==> config.mk <==
export PLATFORM = sky130hd
export DESIGN_NAME = mp_uart_rx
export DESIGN_NICKNAME = d
export VERILOG_FILES = /design/src/rtl/mpr_pkg.sv /design/src/rtl/mpr_bit_engine.sv /design/src/rtl/mpr_status.sv /design/src/rtl/mpr_ctrl.sv /design/src/rtl/mp_uart_rx.sv
export SDC_FILE = /design/constraint.sdc
export NUM_CORES = 1
export LEC_CHECK = 0
export ABC_AREA = 1
export BUFFER_PORTS_ARGS = -buffer_cell sky130_fd_sc_hd__buf_2
export CELL_PAD_IN_SITES_DETAIL_PLACEMENT = 0
export CELL_PAD_IN_SITES_GLOBAL_PLACEMENT = 1
export CORE_MARGIN = 4
export CORE_UTILIZATION = 25
export DETAILED_ROUTE_END_ITERATION = 10
export GPL_ROUTABILITY_DRIVEN = 0
export PLACE_DENSITY_LB_ADDON = 0.12
export RECOVER_POWER = 100
export SLEW_MARGIN = 30
export SYNTH_ARGS = -nofsm -noshare
export SYNTH_HDL_FRONTEND = slang
export SYNTH_SLANG_ARGS = --single-unit
==> constraint.sdc <==
create_clock -name clk -period 1.4 [get_ports clk]
set_input_delay 0.07 -clock clk [delete_from_list [all_inputs] [get_ports clk]]
set_output_delay 0.07 -clock clk [all_outputs]
set_load 0.005 [all_outputs]
==> src/rtl/mpr_pkg.sv <==
// Shared types for the multidrop receiver.
// Assumes: a character holds at most one address bit.
package mpr_pkg;
    typedef enum logic [2:0] {
        ST_IDLE,
        ST_START,
        ST_DATA,
        ST_ADDR,
        ST_STOP
    } rx_state_e;

    typedef struct packed {
        logic       wake;
        logic       rx_en;
        logic       tx_en;
        logic       rts;
        logic [2:0] mode;
    } ctrl_t;
endpackage

==> src/rtl/mpr_bit_engine.sv <==
// Bit-level receiver. It synchronises the RX line, confirms the start bit
// at mid-bit and samples each later bit at its centre. At the stop-bit
// centre it pulses done_o for one cycle.
// Assumes: os_tick runs at OS times the bit rate, and data arrives LSB first.
module mpr_bit_engine #(
    parameter int DATA_W = 8,
    parameter int OS     = 16
) (
    input  logic              clk,
    input  logic              rst_n,
    input  logic              os_tick,
    input  logic              enable,
    input  logic              mp_fmt,
    input  logic              rx_i,
    output logic              done_o,
    output logic [DATA_W-1:0] data_o,
    output logic              addr_o,
    output logic              stop_ok_o,
    output logic              busy_o
);
    import mpr_pkg::*;

    localparam int CW   = $clog2(OS);
    localparam int IW   = (DATA_W > 1) ? $clog2(DATA_W) : 1;
    localparam int HALF = OS / 2 - 1;
    localparam int LAST = OS - 1;

    rx_state_e         state_q;
    logic [CW-1:0]     cnt_q;
    logic [IW-1:0]     idx_q;
    logic [DATA_W-1:0] shift_q;
    logic [1:0]        sync_q;
    logic              rx_s;

    assign rx_s   = sync_q[1];
    assign data_o = shift_q;
    assign busy_o = (state_q != ST_IDLE);

    // Two-flop synchroniser on the asynchronous line.
    always_ff @(posedge clk) begin
        if (!rst_n) sync_q <= 2'b11;
        else        sync_q <= {sync_q[0], rx_i};
    end

    // Character framing state machine.
    always_ff @(posedge clk) begin
        if (!rst_n) begin
            state_q   <= ST_IDLE;
            cnt_q     <= '0;
            idx_q     <= '0;
            shift_q   <= '0;
            addr_o    <= 1'b0;
            stop_ok_o <= 1'b1;
            done_o    <= 1'b0;
        end else begin
            done_o <= 1'b0;
            if (!enable) begin
                state_q <= ST_IDLE;
            end else if (os_tick) begin
                case (state_q)
                    ST_IDLE: begin
                        cnt_q <= '0;
                        idx_q <= '0;
                        if (!rx_s) state_q <= ST_START;
                    end
                    ST_START: begin
                        if (cnt_q == CW'(HALF)) begin
                            cnt_q   <= '0;
                            state_q <= rx_s ? ST_IDLE : ST_DATA;
                        end else begin
                            cnt_q <= cnt_q + 1'b1;
                        end
                    end
                    ST_DATA: begin
                        cnt_q <= cnt_q + 1'b1;
                        if (cnt_q == CW'(LAST)) begin
                            shift_q <= {rx_s, shift_q[DATA_W-1:1]};
                            idx_q   <= idx_q + 1'b1;
                            if (idx_q == IW'(DATA_W - 1)) begin
                                addr_o  <= 1'b0;
                                state_q <= mp_fmt ? ST_ADDR : ST_STOP;
                            end
                        end
                    end
                    ST_ADDR: begin
                        cnt_q <= cnt_q + 1'b1;
                        if (cnt_q == CW'(LAST)) begin
                            addr_o  <= rx_s;
                            state_q <= ST_STOP;
                        end
                    end
                    ST_STOP: begin
                        cnt_q <= cnt_q + 1'b1;
                        if (cnt_q == CW'(LAST)) begin
                            stop_ok_o <= rx_s;
                            done_o    <= 1'b1;
                            state_q   <= ST_IDLE;
                        end
                    end
                    default: state_q <= ST_IDLE;
                endcase
            end
        end
    end
endmodule

==> src/rtl/mpr_status.sv <==
// Acceptance filter and status flags. It decides whether a finished
// character may reach the status, then updates the data, data-ready,
// framing and overrun flags.
// Assumes: done_i is a one-cycle pulse and its data fields are stable with it.
module mpr_status #(
    parameter int DATA_W = 8
) (
    input  logic              clk,
    input  logic              rst_n,
    input  logic              done_i,
    input  logic [DATA_W-1:0] data_i,
    input  logic              addr_i,
    input  logic              stop_ok_i,
    input  logic              mp_fmt,
    input  logic              wake,
    input  logic              data_rd,
    input  logic              err_clr,
    output logic [DATA_W-1:0] rx_data,
    output logic              rx_full,
    output logic              err_ovr,
    output logic              err_frm,
    output logic              addr_last
);
    logic take;
    logic full_eff;

    // A character passes unless the armed filter sees address bit 0.
    assign take     = done_i && (!mp_fmt || !wake || addr_i);
    assign full_eff = rx_full && !data_rd;

    // Flag and data update; a new event wins over a same-cycle clear.
    always_ff @(posedge clk) begin
        if (!rst_n) begin
            rx_data   <= '0;
            rx_full   <= 1'b0;
            err_ovr   <= 1'b0;
            err_frm   <= 1'b0;
            addr_last <= 1'b0;
        end else begin
            if (data_rd) rx_full <= 1'b0;
            if (err_clr) begin
                err_ovr <= 1'b0;
                err_frm <= 1'b0;
            end
            if (take) begin
                if (full_eff) begin
                    err_ovr <= 1'b1;
                end else begin
                    rx_data   <= data_i;
                    rx_full   <= 1'b1;
                    addr_last <= addr_i && mp_fmt;
                end
                if (!stop_ok_i) err_frm <= 1'b1;
            end
        end
    end
endmodule

==> src/rtl/mpr_ctrl.sv <==
// Control register. Holds the enables, the request-to-send level and the
// mode field. Bit 3 reads the last accepted address bit; a write with
// bit 3 = 0 requests an error-flag clear.
// Assumes: reg_wr is a single-cycle strobe.
module mpr_ctrl (
    input  logic                 clk,
    input  logic                 rst_n,
    input  logic                 reg_wr,
    input  logic [7:0]           reg_wdata,
    input  logic                 addr_last,
    output mpr_pkg::ctrl_t       ctrl_o,
    output logic                 err_clr_o,
    output logic [7:0]           rdata_o
);
    import mpr_pkg::*;

    assign err_clr_o = reg_wr && !reg_wdata[3];
    assign rdata_o   = {ctrl_o.wake, ctrl_o.rx_en, ctrl_o.tx_en, ctrl_o.rts,
                        addr_last, ctrl_o.mode};

    // Register write; request-to-send resets high.
    always_ff @(posedge clk) begin
        if (!rst_n) begin
            ctrl_o <= '{wake: 1'b0, rx_en: 1'b0, tx_en: 1'b0, rts: 1'b1, mode: 3'b000};
        end else if (reg_wr) begin
            ctrl_o <= '{wake: reg_wdata[7], rx_en: reg_wdata[6], tx_en: reg_wdata[5],
                        rts: reg_wdata[4], mode: reg_wdata[2:0]};
        end
    end
endmodule

==> src/rtl/mp_uart_rx.sv <==
// Top of the multidrop serial receiver. It connects the control register,
// the bit engine and the acceptance and status logic.
// Assumes: an 8-bit character with no parity.
module mp_uart_rx #(
    parameter int DATA_W = 8,
    parameter int OS     = 16
) (
    input  logic              clk,
    input  logic              rst_n,
    input  logic              os_tick,
    input  logic              rx_i,
    input  logic              mp_fmt,
    input  logic              reg_wr,
    input  logic [7:0]        reg_wdata,
    input  logic              data_rd,
    output logic [7:0]        ctrl_rdata,
    output logic [DATA_W-1:0] rx_data,
    output logic              rx_full,
    output logic              err_ovr,
    output logic              err_frm,
    output logic              rts_o
);
    import mpr_pkg::*;

    ctrl_t             ctrl;
    logic              err_clr;
    logic              addr_last;
    logic              done;
    logic [DATA_W-1:0] char_data;
    logic              char_addr;
    logic              char_stop_ok;
    logic              busy;

    assign rts_o = ctrl.rts;

    mpr_ctrl u_ctrl (
        .clk(clk), .rst_n(rst_n), .reg_wr(reg_wr), .reg_wdata(reg_wdata),
        .addr_last(addr_last), .ctrl_o(ctrl), .err_clr_o(err_clr),
        .rdata_o(ctrl_rdata)
    );

    mpr_bit_engine #(.DATA_W(DATA_W), .OS(OS)) u_engine (
        .clk(clk), .rst_n(rst_n), .os_tick(os_tick), .enable(ctrl.rx_en),
        .mp_fmt(mp_fmt), .rx_i(rx_i), .done_o(done), .data_o(char_data),
        .addr_o(char_addr), .stop_ok_o(char_stop_ok), .busy_o(busy)
    );

    mpr_status #(.DATA_W(DATA_W)) u_status (
        .clk(clk), .rst_n(rst_n), .done_i(done), .data_i(char_data),
        .addr_i(char_addr), .stop_ok_i(char_stop_ok), .mp_fmt(mp_fmt),
        .wake(ctrl.wake), .data_rd(data_rd), .err_clr(err_clr),
        .rx_data(rx_data), .rx_full(rx_full), .err_ovr(err_ovr),
        .err_frm(err_frm), .addr_last(addr_last)
    );
endmodule

* Yosys cells after proc, flatten, opt, wreduce, memory -nomap -nowiden
Index checks and enable logic that the tools add are counted. Widths: inputs -> output; s select.
Storage, ports and cells: logic and storage cells 85, output and inout bits 20, flip-flop bits (word level) 42
Cells by class: bitwise logic cells 1, equal/unequal tests 13, add/subtract/negate cells 2, reductions and logical operators 24, mux-type cells 27
Operators with widths (number):
- $mux 3 | 8
- $reduce_and 4->1 | 4
- $pmux 3 s5 | 1
- $mux 1 | 13
- $pmux 4 s3 | 1
- $ne 2x1->1 const B | 5
- $reduce_and 7->1 | 1
- $eq 3x2->1 const B | 2
- $eq 3x3->1 const B | 2
- $pmux 3 s2 | 1
- $reduce_and 6->1 | 1
- $add 4x1->4 const B | 1
- $eq 4x3->1 const B | 1
- $eq 4x4->1 const B | 1
- $logic_and 1x1->1 | 4
- $logic_not 1->1 | 4
- $mux 4 | 1
- $reduce_and 2->1 | 2
- $reduce_bool 2->1 | 2
- $add 3x1->3 const B | 1
- $eq 3x1->1 const B | 1
- $logic_not 3->1 | 1
- $reduce_and 3->1 | 1
- $reduce_bool 3->1 | 1
- 6 further kinds | 7

* Depth between registers and ports, before layout
word-level depth 5, depth in mapped cells 10

* By module
A second synthesis with hierarchy kept.
Second synthesis, totals: cell total of the unflattened synthesis 301, area, all modules 2162.1 µm²
Modules (own cells, without submodules):
- mpr_bit_engine | instances 1, area an instance 1157.4 µm², seq. area each 460.4 µm², cells an instance 156
- mpr_status | instances 1, area an instance 660.6 µm², seq. area each 240.2 µm², cells an instance 94
- mpr_ctrl | instances 1, area an instance 344.1 µm², seq. area each 140.1 µm², cells an instance 51

* Least setup slack after synthesis
OpenSTA, ideal clock, no wires.
path kind flip-flop to flip-flop, from reg u_engine.cnt_q[0], to reg u_engine.state_q[0], setup time 113 ps, clock period less this slack 1319 ps, path buffers 0, arrival 1207 ps, cell stages (with the launch flop) 9, path slack 81 ps, cells stage by stage dfxtp_1 > ha_1 > nand3_1 > nand2_1 > nand2_1 > nor2_1 > nand2_2 > nor2_1 > nor2_1
Between the ends: cells in the longest elaborated chain, start to end 3, elaborated cells on any way between the ends 7, classes of those cells eq/ne: 6; reduce/logical: 1
RTL lines:
- start: declaration | RTL line mpr_bit_engine.sv:29 | logic [CW-1:0] cnt_q;
- start signal: assignment | RTL line mpr_bit_engine.sv:71 | cnt_q <= cnt_q + 1'b1;
- start signal: assignment | RTL line mpr_bit_engine.sv:75 | cnt_q <= cnt_q + 1'b1;
- start signal: assignment | RTL line mpr_bit_engine.sv:86 | cnt_q <= cnt_q + 1'b1;
- $eq 4x4->1 / $eq 4x3->1 (equally long branches)
- $ne 2x1->1 (no source line)
- $reduce_and 7->1 (no source line) (*)
- end signal: assignment | RTL line mpr_bit_engine.sv:69 | state_q <= rx_s ? ST_IDLE : ST_DATA;
- end signal: assignment | RTL line mpr_bit_engine.sv:81 | state_q <= mp_fmt ? ST_ADDR : ST_STOP;
- end: declaration | RTL line mpr_bit_engine.sv:28 | rx_state_e state_q;
Every way passes the cells marked *; elsewhere a longest branch is shown, timed or not. A chain may end at the register's enable or synchronous reset.

* Worst setup path in the final report
from reg u_engine.cnt_q[1], to reg u_engine.idx_q[2]
Between the ends: cells in the longest elaborated chain, start to end 3
RTL lines:
- $eq 4x4->1 | RTL line mpr_bit_engine.sv:76 | if (cnt_q == CW'(LAST)) begin
- $ne 2x1->1 (no source line)
- $reduce_and 4->1 (no source line)
- end signal: assignment | RTL line mpr_bit_engine.sv:78 | idx_q <= idx_q + 1'b1;
- end: declaration | RTL line mpr_bit_engine.sv:30 | logic [IW-1:0] idx_q;
No other way between the ends.

==> results.sh <==
export IMPL_status="completed"
export IMPL_grt_pass1_wl_um=7710
export IMPL_num_antenna_cells=0
export IMPL_grt_pass1_vias=1618
export IMPL_r2r_slack_ps=110
export IMPL_syn_nets=270
export IMPL_cts_root_buf="clkbuf_8"
export IMPL_clock_latency_ps=290
export IMPL_final_layout_size_suffix_gt1_share_pct=23.7
export IMPL_port_buffers=34
export IMPL_pin_count=35
export IMPL_setup_viol=0
export IMPL_synth_top_area_share_pct=46.2
export IMPL_utilization_pct=34.0
export IMPL_arrival_ps=1440
export IMPL_crit_required_ps=1560
export IMPL_drc=0
export IMPL_power_density_mw_per_mm2=938
export IMPL_multi_input_area_um2=890
export IMPL_final_net_count=321
export IMPL_design_core_area_mm2=0.00694
export IMPL_antenna_found_initial=0
export IMPL_track_usage_pct=11.2
export IMPL_layout_min_cycle_time_ps=1290
export IMPL_path_max_fanout=6
export IMPL_routedWlPerCell_um=11.4
export IMPL_seq_area_frac_synth_pct=46.2
export IMPL_timing_final_crit_share_pct=91.8
export IMPL_finClkSkew_ps=4.64
export IMPL_drv_cap=0
export IMPL_postSynthAreaPerCell_um2=7.22
export IMPL_clockBufferDepth=2
export IMPL_grt_max_degree=21
export IMPL_gr_total_overflow=0
export IMPL_firstDrtPassIters=4
export IMPL_start_kind="flip-flop"
export IMPL_regArea_um2=852
export IMPL_die_area_mm2=0.00871
export IMPL_path_clk_slew_ps=80
export IMPL_ys_warn_count=0
export IMPL_final_common_cell="nand2_1"
export IMPL_synthTopCellsByArea="dfxtp_1, nand2_1, nor2_1"
export IMPL_whs_ps=62.0
export IMPL_cts_setup_buffers=0
export IMPL_syn2layout_area_growth_pct=29.8
export IMPL_hold_viol_final=0
export IMPL_postRouteAntennaNets=0
export IMPL_worstMarginPinSlew_ps=584
export IMPL_synth_seq_cells=42
export IMPL_netlist_area_mm2=0.00182
export IMPL_maxSlewViolCount=0
export IMPL_die_h_um=93.3
export IMPL_nFillCells=773
export IMPL_synth_largest_area_cell="dfxtp_1"
export IMPL_cts_buffers_inserted=5
export IMPL_most_common_layout_cells="nand2_1, nor2_1, dfxtp_1, buf_2, o21ai_0"
export IMPL_leakage_nw=0.974
export IMPL_initial_core_util_pct=26.2
export IMPL_drt_iter0_markers=34
export IMPL_rows=30
export IMPL_peakVddDrop_mv=0.368
export IMPL_post_dp_hpwl_um=3300
export IMPL_cp_end_kind="flip-flop"
export IMPL_vias_per_cell=4.18
export IMPL_rsz0062_at_grt="true"
export IMPL_totalWireLength_um=4580
export IMPL_cts_tree="done"
export IMPL_h_tree_depth=2
export IMPL_crit_type="flip-flop to flip-flop"
export IMPL_clock_sinks=42
export IMPL_synth_cell_type_count=31
export IMPL_hp_class="input port to flip-flop"
export IMPL_fmax_ghz=0.778
export IMPL_max_slew_margin_rel_pct=61.0
export IMPL_fp_dieW_um=93.3
export IMPL_via_count=1671
export IMPL_setup_tns_ps=0
export IMPL_syn_inst=252
[cells in the mapped netlist, drive strengths merged]
master and n:
nor2 54, inv 18, o31ai 1, clkinv 3, ha 3, clkbuf 3
nand2 55, or2 2, o211ai 1, nand3b 1, o21ai 20, o21a 1
nand4 4, buf 7, xor2 1, nor4 1, nor3 1, dfxtp 42
nand3 17, a21oi 17
[power breakdown]
group	total [W]	switching (W)	internal, W
combinational	0.000165	0.0000900	0.0000747
sequential	0.00123	0.0000155	0.00121
clock	0.000822	0.000425	0.000397
total	0.00222	0.000530	0.00169
[kinds of logic after synthesis]
| logic type | after synthesis | share of synthesized area [%] |
|---|---|---|
| buffers and inverters | 31 | 7.56 |
| DFF | 42 | 46.2 |
| xor gates and xnor gates | 1 | 0.481 |
| and+or+nand+nor | 135 | 31.9 |
| AOI/OAI and AO/OA | 40 | 11.8 |
| adders and majority gates | 3 | 2.06 |
[flip-flops by register name, indices dropped and copies added, names as in the netlist]
signal              flops
u_engine.addr_o         1
u_status.err_ovr        1
u_engine.stop_ok_o      1
u_engine.done_o         1
u_status.addr_last      1
u_engine.cnt_q          4
u_status.rx_data        8
u_engine.data_o         8
u_engine.sync_q         2
u_engine.idx_q          3
u_ctrl.ctrl_o           7
u_status.err_frm        1
u_status.rx_full        1
u_engine.state_q        3
[per-stage QoR]
stage               setup slack, ps  instances  cell area (um2)  power, W
floorplan                      80.6        252             1820   0.00134
global placement              -74.6        384             2150   0.00141
detailed placement            -92.6        384             2150   0.00141
CTS                            8.33        400             2340   0.00227
global route                  -9.49        400             2360   0.00235
finish                          114        400             2360   0.00222
[critical path, stage by stage (launching register included)]
cell     delay, ps
dfxtp_4        360
ha_4           170
nand3_4        110
nand3_1        100
nand2_1        120
inv_2           70
nand3_2         80
nand2_1         50
nand2_1         60
nor2_1          40
[timing repair]
item | 4_1_cts | 5_1_grt
cloned | 0 | 0
resized for setup | 3 | 16
hold buffers | 8 | 0
setup endpoints to repair | 16 | 17
endpoints found under the hold margin | 8 | 0
pin swaps | 0 | 3
[final cells by class]
cell class / count / area share (%)
inverter: 21 / 3.55
tap: 96 / 5.08
timing repair buffer: 54 / 13.7
sequential: 42 / 36.1
multi-input combinational: 179 / 37.6
clock inverter: 2 / 0.529
clock buffer: 6 / 3.49
[path summary, 6_finish.rpt]
kind,endpoint,cells past startpoint,start
setup / recovery,u_engine.idx_q[2]$_SDFFE_PN0P_,9,u_engine.cnt_q[1]$_SDFFE_PN0P_
hold / removal,u_status.err_ovr$_SDFF_PN0_,4,data_rd
setup reg to reg,u_engine.idx_q[2]$_SDFFE_PN0P_,9,u_engine.cnt_q[1]$_SDFFE_PN0P_
hold reg to reg,u_engine.sync_q[1]$_SDFF_PN1_,1,u_engine.sync_q[0]$_SDFF_PN1_
[layer usage]
metal  track usage (%)  wire length [um]  up-vias  share of wire, %
met4              4.03                57        0               1.2
met1              15.2              2300      743                50
met2              17.1              2070       16                45
met5                 0                 0        -                 0
li1                  -                 -      907                 -
met3              2.82               142        5               3.1
Power figures use the tool's default switching activity.
